## config.mk

```make
export PLATFORM = sky130hd
export DESIGN_NAME = irq_collector
export DESIGN_NICKNAME = d
export VERILOG_FILES = /design/src/rtl/irq_pkg.sv /design/src/rtl/irq_status_latch.sv /design/src/rtl/irq_prio_enc.sv /design/src/rtl/irq_mask_reg.sv /design/src/rtl/irq_collector.sv
export SDC_FILE = /design/constraint.sdc
export NUM_CORES = 1
export LEC_CHECK = 0
export ABC_CLOCK_PERIOD_IN_PS = 2800
export BUFFER_PORTS_ARGS = -buffer_cell sky130_fd_sc_hd__buf_4
export CAP_MARGIN = 5
export CELL_PAD_IN_SITES_DETAIL_PLACEMENT = 0
export CELL_PAD_IN_SITES_GLOBAL_PLACEMENT = 1
export CORE_MARGIN = 1
export CORE_UTILIZATION = 34
export CTS_BUF_LIST = sky130_fd_sc_hd__clkbuf_8
export DETAILED_ROUTE_END_ITERATION = 8
export HOLD_SLACK_MARGIN = 0.1
export PLACE_DENSITY = 0.91
export SYNTH_ARGS = -nofsm -noshare
export SYNTH_HDL_FRONTEND = slang
export SYNTH_HIERARCHICAL = 1
export SYNTH_SLANG_ARGS = --single-unit
```

## constraint.sdc

```tcl
create_clock -name clk_i -period 2.8 [get_ports clk_i]
set_input_delay 0.7 -clock clk_i [delete_from_list [all_inputs] [get_ports clk_i]]
set_output_delay 0.7 -clock clk_i [all_outputs]
set_load 0.01 [all_outputs]
```

## src/rtl/irq_pkg.sv

```systemverilog
package irq_pkg;
  localparam int unsigned REG_W = 16;
  localparam int unsigned BUS_W = 2 * REG_W;
  localparam int unsigned BE_W  = BUS_W / 8;

  typedef enum logic [1:0] {
    REG_VEC  = 2'd0,
    REG_MASK = 2'd1
  } reg_idx_e;

  function automatic logic [REG_W-1:0] vec_code(input int unsigned idx);
    logic [REG_W-1:0] c;
    c = REG_W'(idx + 1) << 2;
    return c;
  endfunction
endpackage

```

## src/rtl/irq_status_latch.sv

```systemverilog
module irq_status_latch #(
  parameter int unsigned N_SRC = 16
) (
  input  logic             clk_i,
  input  logic             rst_ni,
  input  logic [N_SRC-1:0] req_i,
  output logic [N_SRC-1:0] status_o
);
  always_ff @(posedge clk_i or negedge rst_ni) begin
    if (!rst_ni) status_o <= '0;
    else         status_o <= req_i;
  end

  assert_status_follow_R1: assert property (@(posedge clk_i) disable iff (!rst_ni)
    ##1 (status_o == $past(req_i)));
endmodule

```

## src/rtl/irq_prio_enc.sv

```systemverilog
module irq_prio_enc
  import irq_pkg::*;
#(
  parameter int unsigned N_SRC = 16
) (
  input  logic             clk_i,
  input  logic             rst_ni,
  input  logic [N_SRC-1:0] pend_i,
  output logic [REG_W-1:0] vec_o
);
  logic [N_SRC:0] seen;

  // seen[n] is 1 when some bit below n is pending
  assign seen[0] = 1'b0;
  for (genvar n = 0; n < N_SRC; n++) begin : g_chain
    assign seen[n+1] = seen[n] | pend_i[n];
  end

  always_comb begin
    vec_o = '0;
    for (int n = 0; n < N_SRC; n++) begin
      if (pend_i[n] && !seen[n]) vec_o = vec_code(n);
    end
  end

  assert_vec_align_R4: assert property (@(posedge clk_i) disable iff (!rst_ni)
    vec_o[1:0] == 2'b00);
  assert_vec_zero_R4: assert property (@(posedge clk_i) disable iff (!rst_ni)
    (pend_i == '0) |-> (vec_o == '0));
endmodule

```

## src/rtl/irq_mask_reg.sv

```systemverilog
module irq_mask_reg
  import irq_pkg::*;
#(
  parameter int unsigned N_SRC    = 16,
  parameter logic [REG_W-1:0] MASK_RST = 16'h0010
) (
  input  logic             clk_i,
  input  logic             rst_ni,
  input  logic             we_i,
  input  logic             hit_lo_i,
  input  logic             hit_hi_i,
  input  logic [BE_W-1:0]  be_i,
  input  logic [BUS_W-1:0] wdata_i,
  output logic [N_SRC-1:0] mask_o,
  output logic [N_SRC-1:0] mask_d_o
);
  localparam int unsigned NB = REG_W / 8;

  logic [REG_W-1:0] mask_q, mask_d;

  for (genvar b = 0; b < NB; b++) begin : g_lane
    always_comb begin
      mask_d[8*b +: 8] = mask_q[8*b +: 8];
      if (we_i && hit_lo_i && be_i[b])
        mask_d[8*b +: 8] = wdata_i[8*b +: 8];
      if (we_i && hit_hi_i && be_i[NB+b])
        mask_d[8*b +: 8] = wdata_i[REG_W + 8*b +: 8];
    end
  end

  always_ff @(posedge clk_i or negedge rst_ni) begin
    if (!rst_ni) mask_q <= MASK_RST;
    else         mask_q <= mask_d;
  end

  assign mask_o   = mask_q[N_SRC-1:0];
  assign mask_d_o = mask_d[N_SRC-1:0];

  assert_mask_hold_R7: assert property (@(posedge clk_i) disable iff (!rst_ni)
    !(we_i && (hit_lo_i || hit_hi_i)) |=> $stable(mask_q));
  assert_lane_keep_R5: assert property (@(posedge clk_i) disable iff (!rst_ni)
    (we_i && hit_lo_i && !hit_hi_i && !be_i[1]) |=> (mask_q[15:8] == $past(mask_q[15:8])));
endmodule

```

## src/rtl/irq_collector.sv

```systemverilog
module irq_collector
  import irq_pkg::*;
#(
  parameter int unsigned N_SRC    = 16,
  parameter int unsigned ADDR_W   = 4,
  parameter logic [REG_W-1:0] MASK_RST = 16'h0010
) (
  input  logic              clk_i,
  input  logic              rst_ni,
  input  logic [N_SRC-1:0]  req_i,
  input  logic [ADDR_W-1:0] bus_addr_i,
  input  logic              bus_we_i,
  input  logic [BE_W-1:0]   bus_be_i,
  input  logic [BUS_W-1:0]  bus_wdata_i,
  output logic [BUS_W-1:0]  bus_rdata_o,
  output logic              irq_o
);
  localparam int unsigned IDX_W = ADDR_W;  // halfword index plus one carry bit

  logic [N_SRC-1:0] status_q, mask_q, mask_d, pend;
  logic [REG_W-1:0] vec;
  logic [IDX_W-1:0] lo_idx, hi_idx;
  logic             hit_lo, hit_hi;

  assign lo_idx = IDX_W'(bus_addr_i[ADDR_W-1:1]);
  assign hi_idx = lo_idx + IDX_W'(1);
  assign hit_lo = (lo_idx == IDX_W'(REG_MASK));
  assign hit_hi = (hi_idx == IDX_W'(REG_MASK));

  irq_status_latch #(.N_SRC(N_SRC)) u_status (
    .clk_i    (clk_i),
    .rst_ni   (rst_ni),
    .req_i    (req_i),
    .status_o (status_q)
  );

  irq_mask_reg #(.N_SRC(N_SRC), .MASK_RST(MASK_RST)) u_mask (
    .clk_i    (clk_i),
    .rst_ni   (rst_ni),
    .we_i     (bus_we_i),
    .hit_lo_i (hit_lo),
    .hit_hi_i (hit_hi),
    .be_i     (bus_be_i),
    .wdata_i  (bus_wdata_i),
    .mask_o   (mask_q),
    .mask_d_o (mask_d)
  );

  assign pend = status_q & mask_q;

  irq_prio_enc #(.N_SRC(N_SRC)) u_enc (
    .clk_i  (clk_i),
    .rst_ni (rst_ni),
    .pend_i (pend),
    .vec_o  (vec)
  );

  function automatic logic [REG_W-1:0] rd_reg(input logic [IDX_W-1:0] idx,
                                              input logic [REG_W-1:0] v,
                                              input logic [N_SRC-1:0] m);
    logic [REG_W-1:0] r;
    r = '0;
    if (idx == IDX_W'(REG_VEC))  r = v;
    if (idx == IDX_W'(REG_MASK)) r = REG_W'(m);
    return r;
  endfunction

  always_comb begin
    bus_rdata_o[REG_W-1:0]     = rd_reg(lo_idx, vec, mask_q);
    bus_rdata_o[BUS_W-1:REG_W] = rd_reg(hi_idx, vec, mask_q);
  end

  // Registered from next-state values so irq_o tracks status_q & mask_q.
  always_ff @(posedge clk_i or negedge rst_ni) begin
    if (!rst_ni) irq_o <= 1'b0;
    else         irq_o <= |(req_i & mask_d);
  end

  assert_irq_match_R3: assert property (@(posedge clk_i) disable iff (!rst_ni)
    irq_o == (vec != '0));
  assert_irq_masked_R2: assert property (@(posedge clk_i) disable iff (!rst_ni)
    ((req_i & mask_d) == '0) |=> !irq_o);
endmodule

```

==> qor.csv <==
stage;metric;value;unit
finish;finalNonFillerCells;378;
yosys;synth-seq-cells;33;
yosys;synth_area;1950;µm²
finish;regArea;827;µm²
power_and_ir_drop;p_int;975;µW
critical_path;endpoint_kind;output pin;
finish;nFillCells;540;
global_routing;grt_pass1_wl;8960;µm
sta;hold_viol;0;
finish;finalCoreUtilization;0.500;
clock_network;clock_sinks;33;
route;vias;1906;
sta;clock.fmax;344;MHz
finish;multi_input_area;1010;µm²
route;vias_per_cell;5.04;
die;die_area;6040;µm²
critical_path;rrSetupSlack;1.33;ns
sta;setup_viol;2;
yosys;yosysTopAreaCell;dfrtp_1;
power_and_ir_drop;combPwrFrac;0.324;
run;cap_viol_max_count;0;
die;coreArea;5510;µm²
finish;antenna-diode-count;0;
power_and_ir_drop;p_switching;459;µW
power_and_ir_drop;total_power;1.43;mW
yosys;synth.top_cell.area_share;0.411;
die;die_h;77.7;µm
critical_path;r2r-end;irq_o;
power_and_ir_drop;power_density;521;nW/µm²
route;drt_first_pass_iters;4;
finish;drive_gt1_frac;0.399;
placement;dp_hpwl;4620;µm
global_routing;grt_usage;0.194;
yosys;synth.most_common_cell;nand2_1;
die;io_pins;92;
route;detail-route-antenna-nets;0;
die;start_util;0.354;
critical_path;timing.rr.start;u_mask/mask_o[3];
yosys;ys_seq_area_frac;0.425;
status;status;finished, violations left;
global_routing;overflow;0;
critical_path;worstPathMaxFanout;4;
yosys;ys.flop_type;dfrtp_1;
status;failed_checks;setup timing;
sta;clock_skew;0.00741;ns
sta;maxSlewViolCount;0;
global_routing;grt_pass1_vias;1911;
critical_path;cp_data_arrival_time;2.21;ns
clock_network;cts_made_buffers;5;
sta;rsz0062_at_grt;yes;
die;rows;27;
finish;nNetsFinal;364;
clock_network;htree_levels;2;
route;post_drt_wl_per_cell;15.1;µm
sta;whs;0.339;ns
clock_network;clkLatencyLatePin;0.28;ns
yosys;yosysUniqueCellTypes;32;
yosys;syn_inst;210;
yosys;synthArstFlopShare;1.00;
yosys;yosysWarnings;6;
power_and_ir_drop;sw_frac_of_total;0.320;
route;first_iter_violations;98;
critical_path;cp.required;2.10;ns
yosys;synth_area_leaders;dfrtp_1, and2_1, nand2_1;
power_and_ir_drop;p_leak;1.35;nW
worst_hold_path;hold_path.class;in2async;
power_and_ir_drop;peakVddDrop;358;µV
clock_network;cts_tree;built;
placement;dp.cells;369;
finish;syn_to_final_growth;41.4;%
global_routing;antenna_found_initial;0;
sta;fin_crit_sh;1.04;
power_and_ir_drop;clockPowerShare;0.244;
critical_path;startpoint;u_mask/mask_o[3];
route;drc;0;
sta;setup_slack;-0.109;ns
clock_network;root_buffer;clkbuf_8;
die;fp.dieW;77.7;µm
yosys;synth_commonest_cells;nand2_1, and2_1, dfrtp_1;
global_routing;grt_max_degree;34;
sta;finalCriticalPeriod;2.91;ns
critical_path;rr_worst_depth;6;
clock_network;clkSlewWorstSetupHoldPaths;0.07;ns
placement;gp_congestion;0.801;
critical_path;path_class;reg2out;
critical_path;critPathLaunchType;flop;
clock_network;cts_buffer_depth;2;
placement;port_buffers;90;
yosys;avgSynthCellArea;9.28;µm²
power_and_ir_drop;seqPwrFrac;0.431;
yosys;synth_edf_count;0;
route;wirelength;5690;µm
clock_network;hold_buffers;0;
## logic make-up (layout without fill, tap and decap cells)
logic type             Yosys count  count (layout)  share of synthesized area
buffers and inverters           21             107                     0.0803
AND/OR/NAND/NOR                107             107                      0.298
flip-flops                      33              33                      0.425
other                            1              11                    0.00192
AO/OA/AOI/OAI                   48              48                      0.195
## worst max-delay path by stage
stage | to | depth (start not counted)
2_1_floorplan | bus_rdata_o[2] | 6
3_3_place_gp | bus_rdata_o[2] | 7
3_5_place_dp | irq_o | 8
4_1_cts | bus_rdata_o[2] | 7
5_1_grt | bus_rdata_o[2] | 7
6_report | bus_rdata_o[2] | 7
## routing by layer
layer / share of wire / vias up / GRT usage
li1: - / 917 / -
met1: 0.42 / 911 / 0.235
met2: 0.50 / 66 / 0.334
met3: 0.059 / 12 / 0.0365
met4: 0.021 / 0 / 0.0811
met5: 0 / - / 0
## placed cells by master, fill, tap and decap left out, types with 3 or more instances in the layout
cell type,netlist,final
a22o_2,9,9
a221oi_1,6,6
clkbuf_8,0,6
a31oi_1,16,16
nor3_1,4,4
a22o_1,11,11
dfrtp_1,32,32
and2_1,32,30
nor2_1,22,22
buf_4,14,96
conb_1,1,11
and3_1,3,3
nand2_1,33,33
inv_1,2,4
## repair_timing
action,CTS,global route
resized for setup,2,1
pin swaps,1,2
endpoints found under the setup margin,3,4
setup buffers,1,0
## per-stage QoR
step / area [µm²] / setup WS (ns) / TNS (ns)
after floorplan: 1990 / 0.418 / 0
after global placement: 2650 / 0.228 / 0
after detailed placement: 2650 / 0.187 / 0
after CTS: 2750 / -0.0709 / -0.111
after global routing: 2750 / -0.189 / -0.521
final: 2750 / -0.109 / -0.172
## worst max-delay path: stages, from the launching register on
cell,delay [ns]
dfrtp_1,0.38
and2_4,0.16
or4_4,0.57
nor4_4,0.23
a41oi_1,0.18
o21ai_1,0.14
a22o_1,0.16
buf_4,0.11
## sequential cells by signal, indices dropped and copies added (netlist names)
name	cells
u_mask/mask_o	16
irq_o	1
u_status/status_o	16
## power groups by stage
stage,clock (mW),sequential [mW],combinational [mW]
3_5_place_dp,0,0.632,0.448
5_1_grt,0.377,0.629,0.507
4_1_cts,0.355,0.619,0.462
2_1_floorplan,0,0.597,0.272
6_report,0.351,0.619,0.465
3_3_place_gp,0,0.628,0.441
## cell type report
class                           count  area share
Multi-Input combinational cell    166       0.366
Sequential cell                    33       0.300
Timing Repair Buffer               97       0.266
Tap cell                           72      0.0327
Clock buffer                        6      0.0300
Clock inverter                      2     0.00273
Inverter                            2     0.00273
No activity file was read; power rests on OpenSTA's default activity.
